$ cat src/rtl/sram_bus_ctrl.sv
module sram_bus_ctrl #(
  parameter int AW        = 18,
  parameter int SETUP_CYC = 1,
  parameter int PULSE_CYC = 2,
  parameter int READ_CYC  = 2,
  parameter int HOLD_CYC  = 1
) (
  input  logic          clk,
  input  logic          rst_n,
  input  logic          req_valid,
  output logic          req_ready,
  input  logic          req_write,
  input  logic [AW-1:0] req_addr,
  input  logic [15:0]   req_wdata,
  input  logic [1:0]    req_be,
  output logic          rsp_done,
  output logic [15:0]   rsp_rdata,
  output logic [AW-1:0] mem_addr,
  output logic [15:0]   mem_dq_out,
  output logic          mem_dq_oe,
  input  logic [15:0]   mem_dq_in,
  output logic          mem_ce1_n,
  output logic          mem_ce2,
  output logic          mem_we_n,
  output logic          mem_oe_n,
  output logic          mem_ub_n,
  output logic          mem_lb_n
);
  localparam int CW = $clog2(SETUP_CYC + PULSE_CYC + READ_CYC + HOLD_CYC + 1) + 1;

  typedef enum logic [2:0] {ST_IDLE, ST_TURN, ST_SETUP, ST_ACTIVE, ST_HOLD} st_t;

  st_t           state;
  logic [CW-1:0] cnt;
  logic          op_wr, last_rd, done_q;
  logic [AW-1:0] addr_q;
  logic [15:0]   wdata_q, rdata_q;
  logic [1:0]    be_q;
  logic          sel, take;

  assign take = req_valid && (state == ST_IDLE);
  assign sel  = (state == ST_SETUP) || (state == ST_ACTIVE) || (state == ST_HOLD);

  always_ff @(posedge clk) begin
    if (!rst_n) begin
      state   <= ST_IDLE;
      cnt     <= '0;
      op_wr   <= 1'b0;
      last_rd <= 1'b0;
      done_q  <= 1'b0;
      addr_q  <= '0;
      wdata_q <= '0;
      rdata_q <= '0;
      be_q    <= '0;
    end else begin
      done_q <= 1'b0;
      case (state)
        ST_IDLE: if (take) begin
          op_wr   <= req_write;
          addr_q  <= req_addr;
          wdata_q <= req_wdata;
          be_q    <= req_be;
          last_rd <= !req_write;
          cnt     <= CW'(SETUP_CYC - 1);
          state   <= (req_write && last_rd) ? ST_TURN : ST_SETUP;
        end
        ST_TURN: state <= ST_SETUP;
        ST_SETUP: if (cnt == '0) begin
          state <= ST_ACTIVE;
          cnt   <= op_wr ? CW'(PULSE_CYC - 1) : CW'(READ_CYC - 1);
        end else cnt <= cnt - 1'b1;
        ST_ACTIVE: if (cnt == '0) begin
          state  <= ST_HOLD;
          cnt    <= CW'(HOLD_CYC - 1);
          done_q <= 1'b1;
          if (!op_wr) rdata_q <= mem_dq_in & {{8{be_q[1]}}, {8{be_q[0]}}};
        end else cnt <= cnt - 1'b1;
        ST_HOLD: if (cnt == '0) state <= ST_IDLE;
                 else cnt <= cnt - 1'b1;
        default: state <= ST_IDLE;
      endcase
    end
  end

  assign req_ready  = (state == ST_IDLE);
  assign rsp_done   = done_q;
  assign rsp_rdata  = rdata_q;
  assign mem_addr   = addr_q;
  assign mem_dq_out = wdata_q;
  assign mem_dq_oe  = sel && op_wr;
  assign mem_ce1_n  = !sel;
  assign mem_ce2    = sel;
  assign mem_we_n   = !((state == ST_ACTIVE) && op_wr);
  assign mem_oe_n   = !((state == ST_ACTIVE) && !op_wr);
  assign mem_ub_n   = !(sel && be_q[1]);
  assign mem_lb_n   = !(sel && be_q[0]);

  assert_no_contention_R8: assert property (@(posedge clk) disable iff (!rst_n)
    mem_dq_oe |-> mem_oe_n);
  assert_strobe_exclusive_R11: assert property (@(posedge clk) disable iff (!rst_n)
    !(!mem_we_n && !mem_oe_n));
  assert_strobe_inside_select_R3: assert property (@(posedge clk) disable iff (!rst_n)
    !mem_we_n |-> (!mem_ce1_n && mem_ce2 && mem_dq_oe));
  assert_close_by_strobe_R3: assert property (@(posedge clk) disable iff (!rst_n)
    $rose(mem_we_n) |-> (!mem_ce1_n && mem_ce2 && mem_dq_oe && $stable(mem_dq_out)));
  assert_addr_stable_R4: assert property (@(posedge clk) disable iff (!rst_n)
    (!mem_ce1_n && $past(!mem_ce1_n)) |-> $stable(mem_addr));
  assert_done_single_R6: assert property (@(posedge clk) disable iff (!rst_n)
    rsp_done |=> !rsp_done);
  assert_take_in_standby_R9: assert property (@(posedge clk) disable iff (!rst_n)
    (req_valid && req_ready) |-> (mem_ce1_n && !mem_ce2));
endmodule

$ cat config.mk
export PLATFORM = sky130hd
export DESIGN_NAME = sram_bus_ctrl
export DESIGN_NICKNAME = d
export VERILOG_FILES = /design/src/rtl/sram_bus_ctrl.sv
export SDC_FILE = /design/constraint.sdc
export NUM_CORES = 1
export LEC_CHECK = 0
export ABC_AREA = 1
export BUFFER_PORTS_ARGS = -buffer_cell sky130_fd_sc_hd__buf_2
export CORE_AREA = 2 2 76 78
export DETAILED_ROUTE_END_ITERATION = 8
export DIE_AREA = 0 0 78 80
export MAX_ROUTING_LAYER = met4
export PLACE_DENSITY = 0.91
export SLEW_MARGIN = 10
export SYNTH_ARGS = -nofsm -noshare
export SYNTH_HDL_FRONTEND = slang
export SYNTH_SLANG_ARGS = --single-unit
$ cat constraint.sdc
create_clock -name clk -period 2.8 [get_ports clk]
set_clock_uncertainty 0.2 [all_clocks]
set_input_delay 0 -clock clk [delete_from_list [all_inputs] [get_ports clk]]
set_output_delay 0 -clock clk [all_outputs]
set_load 0.1 [all_outputs]
==> results.cfg <==
[placement]
gp_congestion = 0.829
portBuffers = 114
place.detailed.hpwl_mm = 4.47
dp_cells = 500

[floorplanning]
io_pins = 115
rows = 27
die_h_um = 80
dieWidth_um = 78
coreArea_sq_mm = 0.00541
die-area_sq_mm = 0.00624
initial_core_util_pct = 48.0

[yosys]
synthTopCellsByCount = nand2_1, dfxtp_1, a21oi_1
synthFlopType = dfxtp_1
syn-num-nets = 388
ys_seq_elements = 62
avgSynthCellArea_sq_um = 7.86
synth_edf_count = 0
syn-cell-area_sq_mm = 0.00259
yosysSeqAreaShare_pct = 47.9
yosysWarnings = 0
synth_top_area_cell = dfxtp_1
synth_cells = 330
synth_top_cell_area_share_pct = 47.9
yosys.cell_types.count = 26
ys_async_sr_fraction_pct = 0
yosysMostFrequentCell = nand2_1
synthTopCellsByArea = dfxtp_1, nand2_1, a21oi_1, nand3_2, a21oi_2

[job]
cap_violations = 0

[clock_network]
cts-root-buf = clkbuf_8
cts_tree = yes
clkTransAtPathRegs_ps = 70
cts_max_level = 3
numCtsBuffers = 9
cts_sinks = 62
clk_latency_ps = 330
post_cts_buffers = 0
cts_buffer_depth = 2

[final_layout]
multi_input_area_sq_mm = 0.00113
area_growth_pct = 48.2
diodes = 0
nFillCells = 409
seqCellArea_sq_mm = 0.00124
final_nets = 551
stdcell_count = 570
post_route_cells_drive_above_1_share_pct = 33.1

[power]
p_leak_nw = 1.76
power_frac_seq_pct = 30.9
p_sw_w = 0.00193
p_sw_share_pct = 52.9
clkPwrFrac_pct = 19.1
power_frac_comb_pct = 50.1
p_int_w = 0.00172
p_per_area_mw_per_mm2 = 952
worst_ir_drop_vdd_uv = 653

[setup_path]
critPathKind = reg -> reg
crit_required_ps = 2810
crit_fanout = 40
end_kind = register
start_kind = register
arrival_ps = 2180
rrSetupSlack_ps = 630

[global_route]
antenna_found_initial = 0
grt_max_degree = 41
grtUsageTotal_pct = 26.3
first_global_vias = 2715
overflow = 0
grt_pass1_wl_mm = 12.5

[outcome]
status = finished, final reports clean

[timing]
fin_crit_sh_pct = 77.7
worstMarginPinSlew_ps = 517
fmax_mhz = 460
layout_min_cycle_time_ps = 2170
rsz0062_at_grt = no
hold_ws_ps = 51.9
hold_viol_final = 0
finalMaxSlewViolations = 0
final-setup-viol-count = 0
fin_setup_tns_ps = 0
slew_headroom_pct = 65.5

[drt]
dr.pass1.iters = 4
routed_wl_mm = 8.09
vias = 2898
dr.first_iter.drc_count = 176
drc = 0
avgRoutedWirePerCell_um = 14.2
vias_per_cell = 5.08
drt.antenna.violating_nets = 0

[worst_hold_path]
hold_path.class = in -> reg
## final cells by class
class | instances | area share, %
inverter | 21 | 2.21
clock buffer | 11 | 3.68
sequential | 62 | 32.3
timing repair buffer | 169 | 29.1
tap | 72 | 2.34
multi-input combinational | 230 | 29.5
clock inverter | 5 | 0.879
## routing by layer
metal  track usage [%]  routed length [um]
met1              28.1                3110
met2              46.8                4220
met3              4.52                 464
met4              13.9                 284
met5                 -                   0
## stage by stage
step                      power, W  cell area, sq um  utilization, %  worst slack, ps
after global routing       0.00383              3840            71.1              434
after CTS                  0.00364              3840            71.1              738
after floorplan            0.00267              2590               -             11.4
after global placement     0.00285              3130            57.8              800
final                      0.00366              3840            71.1              626
after detailed placement   0.00289              3130            57.8              748
## flip-flops by register name, indices dropped and copies added (netlist names)
register / count
mem_addr: 18
cnt: 4
be_q: 2
last_rd: 1
state: 3
op_wr: 1
rsp_rdata: 16
rsp_done: 1
mem_dq_out: 16
## cell families after synthesis
family	Yosys count	share of synthesized area, %
AO/OA/AOI/OAI	60	13.0
adder cells (fa/ha/maj)	2	0.965
buffers and inverters	38	8.54
flip-flops	62	47.9
AND/OR/NAND/NOR	168	29.6
## cells in the final DEF (no fill, tap or decap), drive strengths merged
| master | netlist | layout |
|---|---|---|
| dlygate4sd3 | 0 | 54 |
| nand4 | 3 | 3 |
| or2 | 1 | 1 |
| a21oi | 57 | 57 |
| ha | 2 | 2 |
| nand3 | 26 | 26 |
| buf | 12 | 115 |
| nor2 | 12 | 12 |
| nand2 | 123 | 123 |
| clkinvlp | 0 | 2 |
| dfxtp | 62 | 62 |
| o21ai | 3 | 3 |
| inv | 20 | 21 |
| clkbuf | 5 | 11 |
| clkinv | 1 | 3 |
| nor3 | 3 | 3 |
## power groups by stage
| stage | clock network (W) | logic, W | registers (W) |
|---|---|---|---|
| 2_1_floorplan | 0 | 0.000885 | 0.00178 |
| 4_1_cts | 0.000709 | 0.00181 | 0.00112 |
| 3_3_place_gp | 0 | 0.00172 | 0.00114 |
| 5_1_grt | 0.000753 | 0.00194 | 0.00114 |
| 3_5_place_dp | 0 | 0.00175 | 0.00114 |
| 6_report | 0.000697 | 0.00183 | 0.00113 |
## worst max-delay path, stage by stage (launching register included)
cell and delay (ps):
dfxtp_1 440, inv_2 90, nand2_1 80, inv_2 50, nand2_4 320, clkinv_2 500
nand2_1 240, a21oi_1 110
## timing repair
action | 4_1_cts | 5_1_grt
hold buffers | 54 | 0
resized for setup | 0 | 0
endpoints found under the hold margin | 60 | 0
## path summary, 6_finish.rpt
check / from / endpoint / cells after the start
setup / recovery: state[2] / mem_dq_out[1] / 7
hold / removal: req_valid / state[2] / 5
setup reg to reg: state[2] / mem_dq_out[1] / 7
hold reg to reg: mem_addr[10] / mem_addr[10] / 2
No activity file was read; power rests on OpenSTA's default activity.
